<file path="src/rtl/bcd7_latch_dec.sv">
`timescale 1ns/1ps
module bcd7_latch_dec #(
  parameter int DIG_W = 4
) (
  input  logic             clk,
  input  logic             rst,
  input  logic             hold,
  input  logic             blank_n,
  input  logic             test_n,
  input  logic [DIG_W-1:0] digit,
  output logic [6:0]       seg
);
  localparam int SEG_N = 7;

  logic [DIG_W-1:0] code_q;
  logic [SEG_N-1:0] pat;

  always_ff @(posedge clk) begin
    if (rst)       code_q <= '0;
    else if (!hold) code_q <= digit;
  end

  always_comb begin
    case (code_q)
      DIG_W'(0): pat = 7'b1111110;
      DIG_W'(1): pat = 7'b0110000;
      DIG_W'(2): pat = 7'b1101101;
      DIG_W'(3): pat = 7'b1111001;
      DIG_W'(4): pat = 7'b0110011;
      DIG_W'(5): pat = 7'b1011011;
      DIG_W'(6): pat = 7'b0011111;
      DIG_W'(7): pat = 7'b1110000;
      DIG_W'(8): pat = 7'b1111111;
      DIG_W'(9): pat = 7'b1110011;
      default:   pat = 7'b0000000;
    endcase
  end

  assign seg = !test_n  ? {SEG_N{1'b1}} :
               !blank_n ? {SEG_N{1'b0}} : pat;
endmodule

</file>
<file path="config.mk">
export PLATFORM = sky130hd
export DESIGN_NAME = bcd7_latch_dec
export DESIGN_NICKNAME = d
export VERILOG_FILES = /design/src/rtl/bcd7_latch_dec.sv
export SDC_FILE = /design/constraint.sdc
export NUM_CORES = 1
export LEC_CHECK = 0
export CAP_MARGIN = 40
export CORE_AREA = 3 3 40 42
export DETAILED_ROUTE_END_ITERATION = 12
export DIE_AREA = 0 0 43 45
export DONT_BUFFER_PORTS = 1
export SKIP_LAST_GASP = 1
export SLEW_MARGIN = 30
export SYNTH_ARGS = -nofsm -noshare
export SYNTH_HDL_FRONTEND = slang
export SYNTH_SLANG_ARGS = --single-unit
</file>
<file path="constraint.sdc">
create_clock -name clk -period 3.34 [get_ports clk]
set_input_delay 0.501 -clock clk [delete_from_list [all_inputs] [get_ports clk]]
set_output_delay 0.501 -clock clk [all_outputs]
set_load 0.005 [all_outputs]
</file>
==> flow_summary.yaml, run 1 <==
cts:
  cts_resized: 0
  cts.htree.levels: 1
  cts.sinks: 11
  cts_tree: "done"
  cts_setup_buffers: 0
  path_clk_slew_ns: 0.07
  cts_buffers: 3
  clk-insertion-delay-late_ns: 0.27
  postCtsHoldBufs: 0
  clockBufferDepth: 2
  clockRootBuffer: "clkbuf_4"
floorplanning:
  io_pins: 16
  die_w_um: 43
  start_util_pct: 49.9
  rows: 13
  die-area_um2: 1940
  core_region_area_um2: 1280
  die_h_um: 45
timing:
  slew_viol_final: 0
  rsz0062_at_grt: "false"
  fmax_mhz: 574
  hold_violations: 0
  skew_ns: 0.00486
  finalSetupViolations: 0
  maxSlewHeadroom_pct: 76.2
  worst_pin_slew_ns: 0.350
  final.min_clock_period_ns: 1.74
  setup-tns-final_ns: 0
  fin_crit_sh_pct: 52.1
synthesis:
  ys_ff_latch: 11
  synthAdderAreaFrac_pct: 9.77
  synth_top_area_share_pct: 34.4
  synth_xor_area_share_pct: 2.73
  yosysWarningCount: 0
  ys_top_cells_by_area: "dfxtp_1 (34%), ha_1 (9.8%), nand2_1 (8.2%)"
  yosysTopAreaCell: "dfxtp_1"
  synth_flop_cell: "dfxtp_1"
  synth_cell_type_count: 29
  avgSynthCellArea_um2: 9.02
  syn_inst: 71
  synthSimpleGateAreaFrac_pct: 20.1
  synth_area_um2: 641
  synth-compound-area-share_pct: 15.6
  synthArstFlopShare_pct: 0
  muxShareOfSynthArea_pct: 12.1
  synth_edf_count: 0
  synth_top_family_by_area: "simple AND/OR/NAND/NOR gates"
  syn_nets: 85
  seq_area_frac_synth_pct: 34.4
worst_setup_path:
  path_class: "reg2reg"
  critical_path.endpoint_type: "flip-flop"
  cp.required_ns: 3.49
  worstPathArrival_ns: 1.89
  crit_fanout: 5
  crit_path_start_kind: "flip-flop"
min_path:
  min_path_type: "in2reg"
placement:
  dpl.hpwl_um: 923
  gp_congestion: 0.824
  port_buffers: 0
grt:
  grt.overflow.total: 0
  grt_max_degree: 16
  first_global_vias: 441
  grt_antenna_before_repair: 0
  grt_use_total_pct: 14.0
  grt_pass1_wl_um: 1880
route:
  vias: 472
  routedWlPerCell_um: 12.9
  drtIter0Drc: 6
  wl_um: 1140
  vias_per_cell: 5.36
  first_pass_iters: 4
  drcViolationCount: 0
  ant_nets: 0
cells_and_area:
  syn_to_final_growth_pct: 4.69
  num-fill-cells: 141
  drive_above_1_share_pct: 15.1
  n_antenna_cell: 0
  nets: 88
power_and_ir_drop:
  p_leak_nw: 0.296
  ir_drop_uv: 207
  power.density_nw_per_um2: 422
  totalPowerFinal_mw: 0.283
run:
  drv_cap: 0
status:
  status: "finished clean"
cell usage in the layout (no fill, tap or decap):
master,instances
or2_2,1
clkbuf_1,1
a21oi_1,3
o211ai_1,1
xor2_1,2
a211oi_1,1
o21ai_1,1
mux2i_4,1
clkbuf_4,3
mux2_2,1
o22ai_1,2
o21bai_1,1
or2_4,1
o21ai_0,1
nand2_1,14
dfxtp_1,11
ha_1,5
and2_1,2
o31ai_1,1
and3_1,1
inv_2,1
and4bb_2,1
nor4b_2,1
inv_1,4
nor2_1,4
mux2i_2,1
o221ai_1,2
mux2i_1,3
o21a_1,2
area by class of cell:
| cell class | instances | area (um^2) | area share (%) |
|---|---|---|---|
| multi-input combinational | 53 | 387 | 57.6 |
| tap | 15 | 18.8 | 2.80 |
| inverter | 5 | 18.8 | 2.80 |
| clock buffer | 4 | 26.3 | 3.92 |
| sequential | 11 | 220 | 32.8 |
synthesized netlist by cell type (2+ instances only):
cell type  instances
nand2_1           14
dfxtp_1           11
ha_1               5
inv_1              4
nor2_1             4
a21oi_1            3
mux2i_1            3
and2_1             2
o21a_1             2
o221ai_1           2
o22ai_1            2
xor2_1             2
critical path: stages, from the launching register on:
cell and delay, ns:
dfxtp_1 0.34, mux2i_1 0.11, nor2_1 0.28, inv_1 0.11
ha_1 0.22, or2_2 0.27, o22ai_1 0.18, o22ai_1 0.10
per-layer routing:
layer / GRT usage (%) / share of wire, % / wire, um / vias up
met4: 10.8 / 3.3 / 38 / 0
met2: 20.1 / 42 / 474 / 17
li1: - / - / - / 246
met3: 3.59 / 7.8 / 88 / 5
met1: 17.8 / 47 / 534 / 204
met5: 0 / 0 / 0 / -
stage by stage:
step / hold slack (ns) / cells / utilization (%) / area [um^2] / setup WS (ns)
2_1_floorplan: 0.525 / 71 / - / 641 / 1.42
3_3_place_gp: 0.577 / 84 / 50.1 / 644 / 1.48
3_5_place_dp: 0.563 / 84 / 50.1 / 644 / 1.42
4_1_cts: 0.290 / 88 / 52.2 / 671 / 1.60
5_1_grt: 0.287 / 88 / 52.2 / 671 / 1.43
6_report: 0.296 / 88 / 52.2 / 671 / 1.60
cell families (layout without fill, tap and decap cells):
kind of cell,after synthesis,in the layout
flops,11,11
xor+xnor,2,2
fa+ha+maj,5,5
buf+inv,7,9
simple gates,25,25
compound gates,15,15
mux,6,6
registers in the layout (all words and copies together), names as in the netlist:
signal / flops
code_q: 4
pat: 7
where the power goes:
part,internal [mW],switching (mW),leakage (nW)
registers,0.144,0.00465,0.0915
clock network,0.0462,0.0422,0.0150
logic,0.0222,0.0240,0.189
worst paths after layout:
| kind | start | end | slack, ns | cells past startpoint |
|---|---|---|---|---|
| worst max-delay path | code_q[1] | pat[3] | 1.60 | 7 |
| worst min register to register | code_q[1] | code_q[1] | 0.58 | 2 |
| worst max register to register | code_q[1] | pat[3] | 1.60 | 7 |
| worst min-delay path | rst | code_q[1] | 0.30 | 1 |
(Power assumes the default switching activity.)
==> run 2: changes to the inputs <==
--- a/config.mk
+++ b/config.mk
@@ -10,6 +10,7 @@
 export DETAILED_ROUTE_END_ITERATION = 12
 export DIE_AREA = 0 0 43 45
 export DONT_BUFFER_PORTS = 1
+export PLACE_DENSITY = 0.65
 export SKIP_LAST_GASP = 1
 export SLEW_MARGIN = 30
 export SYNTH_ARGS = -nofsm -noshare
==> constraint.sdc (replaced) <==
create_clock -name clk -period 1.5 [get_ports clk]
set_input_delay 0.225 -clock clk [delete_from_list [all_inputs] [get_ports clk]]
set_output_delay 0.225 -clock clk [all_outputs]
set_load 0.005 [all_outputs]
==> flow_summary.yaml, run 2 (synthesized netlist as in run 1, its figures left out) <==
min_path:
  hp-start: "rst"
  whs_endpoint: "code_q[2]"
  min_path_cells: 1
  min_path_type: "in2reg"
grt:
  grt.overflow.total: 0
  use_met2_pct: 24.3
  grt_max_degree: 16
  grt_util_met3_pct: 7.97
  first_global_vias: 483
  grt_pass1_wl_um: 2040
  gr-max-usage-layer: "met2"
  grt_antenna_before_repair: 0
  use_met1_pct: 15.6
  grt_use_total_pct: 14.6
cts:
  cts.htree.levels: 1
  clockRootBuffer: "clkbuf_4"
  cts_tree: "done"
  clk-insertion-delay-late_ns: 0.27
  cts_buffers: 3
  clockBufferDepth: 2
  cts_setup_buffers: 0
  cts.sinks: 11
  postCtsHoldBufs: 0
  path_clk_slew_ns: 0.07
timing:
  finalSetupViolations: 0
  fmax_mhz: 695
  worst_pin_slew_ns: 0.444
  skew_ns: 0.00832
  setup-tns-final_ns: 0
  final.min_clock_period_ns: 1.44
  maxSlewHeadroom_pct: 69.8
  rsz0062_at_grt: "false"
  hold_violations: 0
  fin_crit_sh_pct: 95.9
  slew_viol_final: 0
floorplanning:
  die_h_um: 45
  core_region_area_um2: 1280
  die-area_um2: 1940
  start_util_pct: 49.9
  die_w_um: 43
  io_pins: 16
  rows: 13
power_and_ir_drop:
  power_frac_seq_pct: 50.6
  power_switching_mw: 0.168
  power.density_nw_per_um2: 911
  p_leak_nw: 0.315
  power_frac_clock_pct: 30.7
  ir_drop_uv: 504
  combPwrFrac_pct: 18.7
  sw_frac_of_total_pct: 25.8
  totalPowerFinal_mw: 0.652
  p_int_mw: 0.484
placement:
  gp_congestion: 0.796
  port_buffers: 0
route:
  drtIter0Drc: 9
  drcViolationCount: 0
  wl_um: 1300
  ant_nets: 0
  vias: 500
  first_pass_iters: 4
  vias_per_cell: 5.56
  routedWlPerCell_um: 14.4
cells_and_area:
  layout_common_cells: "nand2_1 (14), dfxtp_1 (10), ha_1 (5)"
  drive_above_1_share_pct: 25.3
  utilization_pct: 55.7
  mostFrequentLayoutCell: "nand2_1"
  n_antenna_cell: 0
  nets: 90
  syn_to_final_growth_pct: 11.7
  largest_reg_flops: 7
worst_setup_path:
  worst_r2r_path_depth: 7
  cp.required_ns: 1.66
  r2r_slack_ns: 0.06
  rr_endpoint: "pat[3]"
  rr_startpoint: "code_q[0]"
  worstPathArrival_ns: 1.60
  crit_fanout: 4
  path_class: "reg2reg"
  crit_path_start_kind: "flip-flop"
  critical_path.endpoint_type: "flip-flop"
run:
  drv_cap: 0
status:
  status: "finished clean"
## run 2: layout make-up
type / count / area [um^2]
fill: 124 / 569
multi-input combinational: 53 / 415
sequential: 11 / 221
clock buffer: 4 / 26.3
inverter: 5 / 18.8
tap: 15 / 18.8
timing repair buffer: 2 / 15.0
## run 2: critical path, stage by stage, from the launching register on
cell	delay, ns
dfxtp_2	0.32
mux2_4	0.15
and2_4	0.15
inv_2	0.05
ha_1	0.20
or2_4	0.24
o22ai_4	0.12
o22ai_1	0.09
## run 2: worst max path at each step
| stage | start | endpoint | slack, ns |
|---|---|---|---|
| after floorplan | hold | pat[2] | 0.005 |
| after global placement | code_q[0] | pat[2] | 0.03 |
| after detailed placement | code_q[0] | pat[2] | 0.02 |
| after CTS | code_q[0] | pat[2] | 0.004 |
| after global routing | code_q[0] | pat[2] | 0.001 |
| final | code_q[0] | pat[3] | 0.06 |
## run 2: power groups by stage
stage,registers [mW],logic (mW),clock network (mW)
after floorplan,0.333,0.103,0
after global placement,0.336,0.114,0
after detailed placement,0.337,0.114,0
after CTS,0.330,0.115,0.214
after global routing,0.333,0.135,0.228
final,0.330,0.122,0.200
## run 2: repair_timing
action                                  CTS  global route
endpoints found under the setup margin    1             2
resized for setup                         0             4
pin swaps                                 1             0
## run 2: metrics by stage
| step | cell area, um^2 | cells | hold WS, ns | setup slack [ns] |
|---|---|---|---|---|
| 3_3_place_gp | 674 | 86 | 0.305 | 0.0339 |
| 3_5_place_dp | 674 | 86 | 0.311 | 0.0174 |
| 5_1_grt | 716 | 90 | 0.0165 | 0.00129 |
| 6_report | 716 | 90 | 0.0315 | 0.0621 |
| 4_1_cts | 701 | 90 | 0.0170 | 0.00404 |
| 2_1_floorplan | 656 | 71 | 0.419 | 0.00545 |
## run 2: metal layers
layer | routed length, um | vias up
met2 | 664 | 13
li1 | - | 251
met5 | 0 | -
met1 | 541 | 236
met3 | 94 | 0
met4 | 0 | 0
==> run 3: changes to the inputs <==
--- a/config.mk
+++ b/config.mk
@@ -6,11 +6,10 @@
 export NUM_CORES = 1
 export LEC_CHECK = 0
 export CAP_MARGIN = 40
-export CORE_AREA = 3 3 40 42
+export CORE_MARGIN = 3
+export CORE_UTILIZATION = 44
 export DETAILED_ROUTE_END_ITERATION = 12
-export DIE_AREA = 0 0 43 45
 export DONT_BUFFER_PORTS = 1
-export PLACE_DENSITY = 0.65
 export SKIP_LAST_GASP = 1
 export SLEW_MARGIN = 30
 export SYNTH_ARGS = -nofsm -noshare
==> flow_summary.yaml, run 3 (synthesized netlist as in run 1, its figures left out) <==
floorplanning:
  rows: 13
  die_h_um: 44.2
  core_region_area_um2: 1330
  io_pins: 16
  die_w_um: 44.2
  start_util_pct: 48.0
  die-area_um2: 1950
cells_and_area:
  n_antenna_cell: 0
  num-fill-cells: 127
  utilization_pct: 55.7
  drive_above_1_share_pct: 29.9
  mostFrequentLayoutCell: "nand2_1"
  nets: 92
  syn_to_final_growth_pct: 16.0
  largest_reg_flops: 7
  multi_input_area_um2: 424
  regArea_um2: 223
  layout_common_cells: "nand2_1 (14), dfxtp_1 (9), ha_1 (4)"
route:
  vias_per_cell: 5.34
  wl_um: 1270
  routedWlPerCell_um: 13.8
  ant_nets: 0
  vias: 491
  first_pass_iters: 4
  drtIter0Drc: 8
  drcViolationCount: 0
cts:
  clockRootBuffer: "clkbuf_4"
  cts_tree: "done"
  cts.htree.levels: 1
  cts.sinks: 11
  clockBufferDepth: 2
  cts_buffers: 3
  clk-insertion-delay-late_ns: 0.27
  path_clk_slew_ns: 0.07
power_and_ir_drop:
  ir_drop_uv: 390
  power_frac_clock_pct: 30.4
  power_switching_mw: 0.170
  p_int_mw: 0.489
  combPwrFrac_pct: 19.7
  p_leak_nw: 0.325
  power_frac_seq_pct: 50.0
  sw_frac_of_total_pct: 25.8
  power.density_nw_per_um2: 887
placement:
  port_buffers: 0
  dpl.hpwl_um: 943
  gp_congestion: 0.806
grt:
  first_global_vias: 434
  grt.overflow.total: 0
  grt_use_total_pct: 13.9
  grt_pass1_wl_um: 1950
  grt_antenna_before_repair: 0
  grt_max_degree: 16
min_path:
  whs_endpoint: "code_q[2]"
  min_path_type: "in2reg"
  min_path_cells: 1
  hp-start: "rst"
timing:
  fmax_mhz: 682
  maxSlewHeadroom_pct: 69.1
  worst_pin_slew_ns: 0.454
  final.min_clock_period_ns: 1.47
  hold_ws_ns: 0.0457
  hold_violations: 0
  finalSetupViolations: 0
  skew_ns: 0.00827
  fin_crit_sh_pct: 97.7
  slew_viol_final: 0
worst_setup_path:
  timing.critical_path.cells: "mux2_4 > and2_4 > ha_1 > a211oi_1 > a21oi_1"
  worst_r2r_path_depth: 5
  critical_path.endpoint_type: "flip-flop"
  path_class: "reg2reg"
  worstPathArrival_ns: 1.61
  crit_slowest_cell: "ha_1"
  rr_endpoint: "pat[5]"
  cp.required_ns: 1.65
  crit_path_start_kind: "flip-flop"
  max_stage_delay_ns: 0.32
  r2r_slack_ns: 0.03
  crit_fanout: 4
  rr_startpoint: "code_q[0]"
status:
  status: "finished clean"
run:
  drv_cap: 0
[run 3: cell count changes in the layout (fill, tap and decap cells not counted), sizes merged]
| cell | change |
|---|---|
| buf | +1 |
| dlygate4sd3 | +1 |
[run 3: final cells by class]
cell class	count	share of cell area (%)
Sequential cell	11	30.0
Inverter	5	2.53
Clock buffer	4	3.54
Multi-Input combinational cell	53	57.1
Tap cell	15	2.53
Timing Repair Buffer	4	4.38
[run 3: layer usage]
| metal | track usage [%] | part of all wire [%] | wire length [um] |
|---|---|---|---|
| met3 | 2.44 | 2.7 | 35 |
| met5 | 0 | 0 | 0 |
| met1 | 18.1 | 49 | 620 |
| met4 | 9.04 | 1.0 | 13 |
| met2 | 20.9 | 47 | 604 |
[run 3: how the worst max path moves through the flow]
stage	start	endpoint	slack [ns]	cells past startpoint
2_1_floorplan	hold	pat[2]	0.005	8
3_3_place_gp	code_q[0]	pat[2]	0.06	7
3_5_place_dp	code_q[0]	pat[2]	0.05	7
4_1_cts	code_q[0]	pat[2]	0.02	7
5_1_grt	code_q[0]	pat[5]	-0.02	5
6_report	code_q[0]	pat[5]	0.03	5
[run 3: power groups by stage]
stage	Clock, mW	Sequential, mW	Combinational, mW
2_1_floorplan	0	0.333	0.103
3_3_place_gp	0	0.336	0.114
3_5_place_dp	0	0.336	0.114
4_1_cts	0.209	0.329	0.115
5_1_grt	0.223	0.332	0.145
6_report	0.200	0.329	0.130
[run 3: per-stage QoR]
stage / setup TNS [ns] / area (um^2) / worst slack [ns] / power (mW) / std cells
after floorplan: 0 / 656 / 0.00545 / 0.436 / 71
after global placement: 0 / 674 / 0.0640 / 0.450 / 86
after detailed placement: 0 / 674 / 0.0486 / 0.450 / 86
after CTS: 0 / 701 / 0.0238 / 0.653 / 90
after global routing: -0.0158 / 743 / -0.0158 / 0.701 / 92
final: 0 / 743 / 0.0346 / 0.659 / 92
[run 3: what timing repair did]
item / 4_1_cts / 5_1_grt
endpoints found under the hold margin: 0 / 1
endpoints found under the setup margin: 0 / 2
resized for setup: 0 / 7
setup buffers: 0 / 1
hold buffers: 0 / 1
[run 3: critical path, delay by kind of cell, from the launching register on]
kind,cells,cell delay [ns]
AO/OA/AOI/OAI,2,0.29
adder cells (fa/ha/maj),1,0.32
flip-flops,1,0.31
multiplexers,1,0.26
AND/OR/NAND/NOR,1,0.15
